### src/rtl/gbn_link_pkg.sv
`timescale 1ns/1ps
package gbn_link_pkg;

   typedef enum logic [1:0] {
      RSP_IDLE = 2'd0,
      RSP_POS  = 2'd1,
      RSP_NEG  = 2'd2
   } rsp_kind_e;

   function automatic rsp_kind_e classify_rsp(input logic vld, input logic ack);
      if (!vld)     return RSP_IDLE;
      else if (ack) return RSP_POS;
      else          return RSP_NEG;
   endfunction

endpackage

### src/rtl/gbn_retx_buf.sv
`timescale 1ns/1ps
module gbn_retx_buf #(
   parameter int FLIT_W      = 32,
   parameter int DEPTH       = 6,
   parameter int IDX_W       = 3,
   parameter bit ONEHOT_READ = 1'b0
) (
   input  logic              clk,
   input  logic              rst_n,
   input  logic              wr_en,
   input  logic [IDX_W-1:0]  wr_idx,
   input  logic [FLIT_W-1:0] wr_data,
   input  logic [IDX_W-1:0]  rd_idx,
   output logic [FLIT_W-1:0] rd_data
);

   logic [FLIT_W-1:0] slot [DEPTH];

   for (genvar g = 0; g < DEPTH; g++) begin : g_slot
      logic              hit;
      logic [FLIT_W-1:0] slot_q;

      assign hit = wr_en && (wr_idx == IDX_W'(g));

      always_ff @(posedge clk or negedge rst_n) begin
         if (!rst_n)   slot_q <= '0;
         else if (hit) slot_q <= wr_data;
      end

      assign slot[g] = slot_q;
   end

   if (ONEHOT_READ) begin : g_rd_andor
      logic [DEPTH-1:0] sel;
      always_comb begin
         for (int i = 0; i < DEPTH; i++) sel[i] = (rd_idx == IDX_W'(i));
         rd_data = '0;
         for (int i = 0; i < DEPTH; i++) rd_data |= slot[i] & {FLIT_W{sel[i]}};
      end
   end else begin : g_rd_index
      assign rd_data = slot[rd_idx];
   end

endmodule

### src/rtl/gbn_rsp_filter.sv
`timescale 1ns/1ps
module gbn_rsp_filter #(
   parameter int CNT_W = 3
) (
   input  logic             clk,
   input  logic             rst_n,
   input  logic             tx_fire,
   input  logic             rsp_valid,
   input  logic             rsp_ack,
   output logic             ack_live,
   output logic             nack_live,
   output logic [CNT_W-1:0] infl_cnt
);
   import gbn_link_pkg::*;

   rsp_kind_e        kind;
   logic             dropping;
   logic [CNT_W-1:0] infl_nxt;
   logic [CNT_W-1:0] drop_cnt;

   always_comb begin
      kind      = classify_rsp(rsp_valid, rsp_ack);
      dropping  = (drop_cnt != '0);
      ack_live  = (kind == RSP_POS) && !dropping;
      nack_live = (kind == RSP_NEG) && !dropping;
      infl_nxt  = infl_cnt + CNT_W'(tx_fire) - CNT_W'(rsp_valid);
   end

   always_ff @(posedge clk or negedge rst_n) begin
      if (!rst_n) begin
         infl_cnt <= '0;
         drop_cnt <= '0;
      end else begin
         infl_cnt <= infl_nxt;
         if (nack_live)                  drop_cnt <= infl_nxt;
         else if (rsp_valid && dropping) drop_cnt <= drop_cnt - 1'b1;
      end
   end


   drop_within_flight_chk: assert property (@(posedge clk) disable iff (!rst_n)
      drop_cnt <= infl_cnt);


   rsp_has_owner_chk: assert property (@(posedge clk) disable iff (!rst_n)
      rsp_valid |-> (infl_cnt != '0));


   stale_rsp_no_release_chk: assert property (@(posedge clk) disable iff (!rst_n)
      (rsp_valid && dropping) |=> (drop_cnt == $past(drop_cnt) - 1'b1));

endmodule

### src/rtl/gbn_seq_ctrl.sv
`timescale 1ns/1ps
module gbn_seq_ctrl #(
   parameter int DEPTH = 6,
   parameter int IDX_W = 3,
   parameter int CNT_W = 3
) (
   input  logic             clk,
   input  logic             rst_n,
   input  logic             wr_fire,
   input  logic             tx_fire,
   input  logic             ack_live,
   input  logic             nack_live,
   output logic [IDX_W-1:0] send_idx,
   output logic [IDX_W-1:0] tail_idx,
   output logic [CNT_W-1:0] occ_cnt,
   output logic [CNT_W-1:0] pend_cnt
);

   localparam logic [IDX_W-1:0] LAST_IDX = IDX_W'(DEPTH - 1);
   localparam logic [CNT_W-1:0] CAP      = CNT_W'(DEPTH);

   logic [IDX_W-1:0] head_idx;
   logic [CNT_W-1:0] occ_nxt;

   function automatic logic [IDX_W-1:0] step(input logic [IDX_W-1:0] i);
      return (i == LAST_IDX) ? '0 : i + 1'b1;
   endfunction

   assign occ_nxt = occ_cnt + CNT_W'(wr_fire) - CNT_W'(ack_live);

   always_ff @(posedge clk or negedge rst_n) begin
      if (!rst_n) begin
         head_idx <= '0;
         send_idx <= '0;
         tail_idx <= '0;
         occ_cnt  <= '0;
         pend_cnt <= '0;
      end else begin
         occ_cnt <= occ_nxt;
         if (ack_live) head_idx <= step(head_idx);
         if (wr_fire)  tail_idx <= step(tail_idx);
         if (nack_live) begin
            send_idx <= head_idx;
            pend_cnt <= occ_nxt;
         end else begin
            if (tx_fire) send_idx <= step(send_idx);
            pend_cnt <= pend_cnt + CNT_W'(wr_fire) - CNT_W'(tx_fire);
         end
      end
   end


   occ_cap_chk: assert property (@(posedge clk) disable iff (!rst_n)
      occ_cnt <= CAP);


   pend_within_occ_chk: assert property (@(posedge clk) disable iff (!rst_n)
      pend_cnt <= occ_cnt);


   rewind_to_head_chk: assert property (@(posedge clk) disable iff (!rst_n)
      nack_live |=> (send_idx == $past(head_idx)));


   head_moves_on_ack_chk: assert property (@(posedge clk) disable iff (!rst_n)
      !ack_live |=> $stable(head_idx));

endmodule

### src/rtl/gbn_link_tx.sv
`timescale 1ns/1ps
module gbn_link_tx #(
   parameter int FLIT_W      = 32,
   parameter int LINK_STAGES = 2,
   parameter int DEPTH       = 6,
   parameter bit ONEHOT_READ = 1'b0
) (
   input  logic              clk,
   input  logic              rst_n,
   input  logic              in_valid,
   output logic              in_ready,
   input  logic [FLIT_W-1:0] in_flit,
   output logic              tx_req,
   output logic [FLIT_W-1:0] tx_flit,
   input  logic              rsp_valid,
   input  logic              rsp_ack
);

   localparam int IDX_W = (DEPTH > 1) ? $clog2(DEPTH) : 1;
   localparam int CNT_W = $clog2(DEPTH + 1);
   localparam int RTT   = 2 * LINK_STAGES;
   localparam logic [CNT_W-1:0] CAP   = CNT_W'(DEPTH);
   localparam logic [CNT_W-1:0] RTT_C = CNT_W'(RTT);

   // a full round trip plus the write cycle must fit in the store
   if (LINK_STAGES < 1) begin : g_bad_stages
      $error("gbn_link_tx: LINK_STAGES must be at least 1");
   end
   if (DEPTH < 2 * LINK_STAGES + 2) begin : g_bad_depth
      $error("gbn_link_tx: DEPTH must be at least 2*LINK_STAGES+2");
   end
   if (FLIT_W < 1) begin : g_bad_width
      $error("gbn_link_tx: FLIT_W must be positive");
   end

   logic             wr_fire;
   logic             tx_fire;
   logic             ack_live;
   logic             nack_live;
   logic [IDX_W-1:0] send_idx;
   logic [IDX_W-1:0] tail_idx;
   logic [CNT_W-1:0] occ_cnt;
   logic [CNT_W-1:0] pend_cnt;
   logic [CNT_W-1:0] infl_cnt;

   assign in_ready = (occ_cnt < CAP);
   assign wr_fire  = in_valid && in_ready;
   assign tx_req   = (pend_cnt != '0);
   assign tx_fire  = tx_req;

   gbn_retx_buf #(
      .FLIT_W      (FLIT_W),
      .DEPTH       (DEPTH),
      .IDX_W       (IDX_W),
      .ONEHOT_READ (ONEHOT_READ)
   ) u_store (
      .clk     (clk),
      .rst_n   (rst_n),
      .wr_en   (wr_fire),
      .wr_idx  (tail_idx),
      .wr_data (in_flit),
      .rd_idx  (send_idx),
      .rd_data (tx_flit)
   );

   gbn_seq_ctrl #(
      .DEPTH (DEPTH),
      .IDX_W (IDX_W),
      .CNT_W (CNT_W)
   ) u_seq (
      .clk       (clk),
      .rst_n     (rst_n),
      .wr_fire   (wr_fire),
      .tx_fire   (tx_fire),
      .ack_live  (ack_live),
      .nack_live (nack_live),
      .send_idx  (send_idx),
      .tail_idx  (tail_idx),
      .occ_cnt   (occ_cnt),
      .pend_cnt  (pend_cnt)
   );

   gbn_rsp_filter #(
      .CNT_W (CNT_W)
   ) u_rsp (
      .clk       (clk),
      .rst_n     (rst_n),
      .tx_fire   (tx_fire),
      .rsp_valid (rsp_valid),
      .rsp_ack   (rsp_ack),
      .ack_live  (ack_live),
      .nack_live (nack_live),
      .infl_cnt  (infl_cnt)
   );


   round_trip_bound_chk: assert property (@(posedge clk) disable iff (!rst_n)
      infl_cnt <= RTT_C);


   replay_starts_chk: assert property (@(posedge clk) disable iff (!rst_n)
      nack_live |=> tx_req);

endmodule

### config.mk
export PLATFORM = sky130hd
export DESIGN_NAME = gbn_link_tx
export DESIGN_NICKNAME = d
export VERILOG_FILES = /design/src/rtl/gbn_link_pkg.sv /design/src/rtl/gbn_retx_buf.sv /design/src/rtl/gbn_rsp_filter.sv /design/src/rtl/gbn_seq_ctrl.sv /design/src/rtl/gbn_link_tx.sv
export SDC_FILE = /design/constraint.sdc
export NUM_CORES = 1
export LEC_CHECK = 0
export BUFFER_PORTS_ARGS = -buffer_cell sky130_fd_sc_hd__buf_2
export CORE_AREA = 2 2 127 153
export DETAILED_ROUTE_END_ITERATION = 8
export DIE_AREA = 0 0 129 155
export GPL_TIMING_DRIVEN = 0
export HOLD_SLACK_MARGIN = 0.08
export PLACE_DENSITY = 0.82
export SLEW_MARGIN = 20
export SYNTH_ARGS = -nofsm -noshare
export SYNTH_HDL_FRONTEND = slang
export SYNTH_HIERARCHICAL = 1
export SYNTH_SLANG_ARGS = --single-unit
### constraint.sdc
create_clock -name clk -period 2.7 [get_ports clk]
set_input_delay 0.405 -clock clk [delete_from_list [all_inputs] [get_ports clk]]
set_output_delay 0.405 -clock clk [all_outputs]
set_load 0.05 [all_outputs]
### Word-level counts from Yosys, hierarchy flattened

Cells that the tools add are included.

* register bits: 213
* latch bits: 0
* RAM bits: 0
* ROM bits: 0
* input port bits: 37
* memories kept: 0

* $add $sub $neg: 10
* multiply operators: 0
* divide/modulo/power cells: 0
* magnitude comparators: 2
* eq/ne operators: 9
* shift operators: 0
* multiplexer cells: 13
* bitwise gates (word level): 1
* reduce and logical (&&, ||, !) cells: 16

Operators with widths (number)
* 32-bit binary-select mux with 3-bit select: 1
* 32-bit two-way mux: 2
* 3-bit two-way mux: 8
* 3-bit equality test, second input constant: 4
* 1-bit logical AND: 10
* 3-bit by 1-bit adder with 3-bit output: 3
* 3-bit by 1-bit adder with 3-bit output, second input constant: 3
* 3-bit by 1-bit subtractor with 3-bit output: 3
* 3-bit by 2-bit equality test with 1-bit output, second input constant: 2
* 3-bit nonzero test: 2
* 4-bit >= comparator, second input constant: 1
* 2-bit two-way mux: 2
* 3-bit NOT with 4-bit output: 1
* 2-bit nonzero test: 2
* 3-bit by 1-bit equality test with 1-bit output, second input constant: 1
* 3-bit logical NOT: 1
* 3-bit less-than comparator, second input constant: 1
* 3-bit by 1-bit subtractor with 3-bit output, second input constant: 1
* 2-bit by 1-bit equality test with 1-bit output, second input constant: 1
* 2-bit equality test, second input constant: 1
* 1-bit logical NOT: 1

### Logic depth before layout (Yosys ltp)

* word-level depth: 6
* mapped depth: 11
* gate-level depth less buffers: 11

### Hierarchy

The synthesis kept the hierarchy.

Modules (own cells, without submodules)
* gbn_retx_buf: instances 1, cells an instance 593, area each 8648.3 um2
* gbn_seq_ctrl: instances 1, cells an instance 58, area each 758.2 um2
* gbn_rsp_filter: instances 1, cells an instance 38, area each 390.4 um2
* gbn_link_tx: instances 1, cells an instance 3, area each 17.5 um2

### Least setup slack after synthesis

Ideal clock, no wire load.

* kind: flip-flop to flip-flop
* from: register u_seq.pend_cnt[1]
* to: register u_rsp.drop_cnt[1]
* arrival time: 2.730 ns
* required time: 2.622 ns
* setup slack: -0.108 ns
* cell stages (with the launch flop): 11
* period minus slack after synthesis: 2.808 ns
* path through: dfrtp_1 or3_1 inv_1 ha_1 inv_1 ha_1 inv_1 fa_1 or4b_1 o21ai_1 o2bb2ai_1

* word-level cells in the longest chain between the ends: 4

Ends and longest elaborated chain
* start, declared: line gbn_seq_ctrl.sv:16 `output logic [CNT_W-1:0] pend_cnt`
* start signal, assigned: line gbn_seq_ctrl.sv:44 `pend_cnt <= occ_nxt;`
* start signal, assigned: line gbn_seq_ctrl.sv:47 `pend_cnt <= pend_cnt + CNT_W'(wr_fire) - CNT_W'(tx_fire);`
* 3-bit nonzero test: line gbn_link_tx.sv:48 `assign tx_req = (pend_cnt != '0);`
* via tx_req: line gbn_link_tx.sv:13 `output logic tx_req,`
* 3-bit by 1-bit adder with 3-bit output: line gbn_rsp_filter.sv:26 `infl_nxt = infl_cnt + CNT_W'(tx_fire) - CNT_W'(rsp_valid);`
* 3-bit by 1-bit subtractor with 3-bit output: line gbn_rsp_filter.sv:26
* 3-bit two-way mux: line gbn_rsp_filter.sv:35 `if (nack_live) drop_cnt <= infl_nxt;`
* end signal, assigned: line gbn_rsp_filter.sv:35
* end signal, assigned: line gbn_rsp_filter.sv:36 `else if (rsp_valid && dropping) drop_cnt <= drop_cnt - 1'b1;`
* end, declared: line gbn_rsp_filter.sv:19 `logic [CNT_W-1:0] drop_cnt;`

The timed path passes the listed nets, and every way through them passes these cells.
A chain may end at the register's enable or synchronous reset.

### Final worst setup path

* from: register u_seq.send_idx[1]
* to: output tx_flit[13]

* word-level cells in the longest chain between the ends: 4

Ends and longest elaborated chain
* start, declared: line gbn_seq_ctrl.sv:13 `output logic [IDX_W-1:0] send_idx,`
* start signal, assigned: line gbn_seq_ctrl.sv:43 `send_idx <= head_idx;`
* start signal, assigned: line gbn_seq_ctrl.sv:46 `if (tx_fire) send_idx <= step(send_idx);`
* 3-bit NOT with 4-bit output (not written as such): line gbn_retx_buf.sv:41 `assign rd_data = slot[rd_idx];`
* 32-bit binary-select mux with 3-bit select: line gbn_retx_buf.sv:41
* 32-bit two-way mux (not written as such) (2 in series): line gbn_retx_buf.sv:41
* end, declared: line gbn_link_tx.sv:14 `output logic [FLIT_W-1:0] tx_flit,`

Every way passes these cells. The select of a mux whose other input is x is not followed.

==> impl_metrics.csv <==
group,metric,value,unit
clock_tree,htreeDepth,1,
global_routing,track_usage,0.208,
clock_tree,root_buffer,"clkbuf_16",
hold_path,hp-class,"input port to flop",
worst_setup_path,critPathLaunchType,"flop",
floorplanning,num_rows,55,
synth,ys_types,39,
synth,synth_warnings,6,
timing,hold_viol_final,0,
timing,setup_viol,0,
clock_tree,cts_made_buffers,21,
routing,drtAntennaViolNets,0,
routing,vias_per_cell,5.59,
synth,synth_flop_cell,"dfrtp_1",
worst_setup_path,cp_max_fo,10,
synth,netlist_instances,692,
synth,avgSynthCellArea,14.2,um^2
floorplanning,core_area,0.0186,mm^2
clock_tree,cts_buffer_depth,3,
timing,slew_viol_final,0,
floorplanning,die_y,155,um
worst_setup_path,crit_type,"flop to output port",
timing,worstMarginPinSlew,0.708,ns
finish,drive_above_1_share,0.471,
routing,drt_iter0_markers,313,
floorplanning,die-area,0.0200,mm^2
clock_tree,clk_pin_slew,0.06,ns
global_routing,grt_pass1_wl,33000,um
finish,final_common_cell,"mux2_2",
timing,rsz0062_at_grt,"false",
finish,final_util,0.606,
routing,dr.pass1.iters,6,
floorplanning,die_w,129,um
placed_design,dp_hpwl,13000,um
routing,wl_met1,8760,um
floorplanning,pin_count,71,
placed_design,dp_cells,1020,
synth,synth_nets,740,
job,max-cap-violations,0,
synth,synth_seq_area_share,0.543,
routing,wl_per_cell,19.2,um
clock_tree,insertion_delay,0.49,ns
placed_design,routabilityCongestion,0.770,
global_routing,grt_pass1_vias,6382,
finish,area_delta_synth_final,15.2,%
power_and_ir_drop,power.density,1430,mW/mm^2
routing,routed-wl-met2,10500,um
routing,drc_errors,0,
routing,drt-total-wl,20200,um
synth,synthArstFlopShare,1.00,
status,status,"finished clean",
routing,vias,5899,
finish,layout_common_cells,"mux2_2 (218), dfrtp_1 (212), buf_2 (81), mux2i_1 (64), nand2_1 (37)",
clock_tree,clock_sinks,213,
clock_tree,tritoncts,"built",
power_and_ir_drop,finalPower,16.1,mW
routing,top_layer,"met4",
global_routing,grt_max_degree,81,
worst_setup_path,end_kind,"output port",
placed_design,io_buffers,70,
timing,relSlewSlack,0.527,
synth,synth_edf_count,0,
timing,fin_crit,2.64,ns
global_routing,grt_antenna_before_repair,1,
worst_setup_path,cp.required,2.30,ns
power_and_ir_drop,p_leak,5.13,nW
worst_setup_path,r2r_slack,0.09,ns
timing,fmax,0.379,GHz
finish,finalNonFillerCells,1056,
global_routing,globalRoute.totalOverflow,0,
power_and_ir_drop,ir_worst_vdd,0.777,mV
finish,fin_nets,836,
timing,min_period_over_period,0.976,
synth,ys_seq_elements,213,
floorplanning,start_util,0.526,
timing,finalClockSkew,0.0111,ns
routing,wl_met3,672,um
synth,synthesis.area,0.00981,mm^2
worst_setup_path,cp.arrival,2.23,ns
-- worst paths after layout --
path / start / to / depth (start not counted)
setup / recovery: u_seq/send_idx[1] / tx_flit[13] / 5
hold / removal: in_flit[20] / u_store/g_slot[0].slot_q[20] / 2
setup reg to reg: u_seq/pend_cnt[0] / u_rsp/drop_cnt[1] / 10
hold reg to reg: u_store/g_slot[4].slot_q[4] / u_store/g_slot[4].slot_q[4] / 1
max in group asynchronous: rst_n / u_store/g_slot[5].slot_q[0] / 3
min in group asynchronous: rst_n / u_rsp/drop_cnt[0] / 2
-- registers in the layout, summed over array words and instances, names as in the netlist --
register               cells
u_seq/pend_cnt             3
u_seq/tail_idx             3
u_rsp/drop_cnt             3
u_seq/send_idx             3
u_store/g_slot.slot_q    192
u_seq/occ_cnt              3
u_rsp/infl_cnt             3
u_seq/head_idx             3
-- stage by stage --
| stage | setup slack (ns) | TNS [ns] | area, um^2 | hold WS [ns] |
|---|---|---|---|---|
| after floorplan | 0.0943 | 0 | 9820 | 0.109 |
| after CTS | 0.0102 | 0 | 11300 | 0.203 |
| after detailed placement | -0.148 | -10.59 | 10600 | 0.432 |
| after global placement | -2.36 | -507.60 | 10500 | 0.465 |
| after global routing | 0.00162 | 0 | 11300 | 0.221 |
| final | 0.0648 | 0 | 11300 | 0.215 |
-- critical path, cell delays in order (launching register included) --
cell and delay [ns]:
dfrtp_1 0.41, clkbuf_4 0.21, nand2b_1 0.25, buf_2 0.26
o221ai_1 0.32, clkbuf_4 0.31
-- Yosys cell counts, types with 3 or more instances --
cell type  instances  area share
buf_2             22       0.011
nand2_1           38       0.015
buf_4              6      0.0046
o221ai_1          32       0.029
mux2_2           218        0.25
a21boi_0           6      0.0046
nor4bb_1           3      0.0031
fa_1               3      0.0061
inv_1             15      0.0057
clkbuf_1          10      0.0038
nor2_1             4      0.0015
xnor2_1            3      0.0027
ha_1               8       0.010
mux2_1            10       0.011
nand2b_1           5      0.0032
dfrtp_1          213        0.54
mux2i_1           64       0.065
-- layout make-up --
class                   count  area (um^2)
diodes                      1         2.50
plain buffers              38          220
clock buffers              30          609
clock inverters             4         48.8
fillers                  1433         7340
inverters                  15         56.3
multi-input cells         425         4270
flip-flops and latches    213         5330
well taps                 256          320
repair buffers             74          450
-- repair_timing --
item | CTS | global route
setup buffers | 1 | 0
hold buffers | 1 | 0
setup endpoints to repair | 124 | 32
endpoints found under the hold margin | 78 | 0
pin swaps | 2 | 1
resized for setup | 16 | 20
-- routing by layer --
metal | GRT usage | vias up
li1 | - | 2711
met1 | 0.274 | 3063
met2 | 0.363 | 99
met3 | 0.0248 | 26
met4 | 0.0580 | 0
met5 | 0 | -
-- where the power goes --
part | switching [mW] | total, mW | internal [mW]
combinational | 4.27 | 7.61 | 3.34
clock | 1.16 | 2.81 | 1.65
sequential | 0.882 | 5.70 | 4.81
total | 6.31 | 16.1 | 9.81
-- cells by family (layout without fill, tap and decap cells) --
| group | count (synthesis) | count (layout) | share of synthesized area |
|---|---|---|---|
| AOI/OAI and AO/OA | 48 | 48 | 0.0407 |
| adders and majority gates | 11 | 11 | 0.0163 |
| and+or+nand+nor | 66 | 66 | 0.0367 |
| xor gates and xnor gates | 7 | 7 | 0.00905 |
| muxes | 293 | 293 | 0.328 |
| other | 0 | 1 | 0 |
| DFF | 213 | 213 | 0.543 |
| buffers and inverters | 54 | 161 | 0.0258 |
No activity file was read; power rests on OpenSTA's default activity.
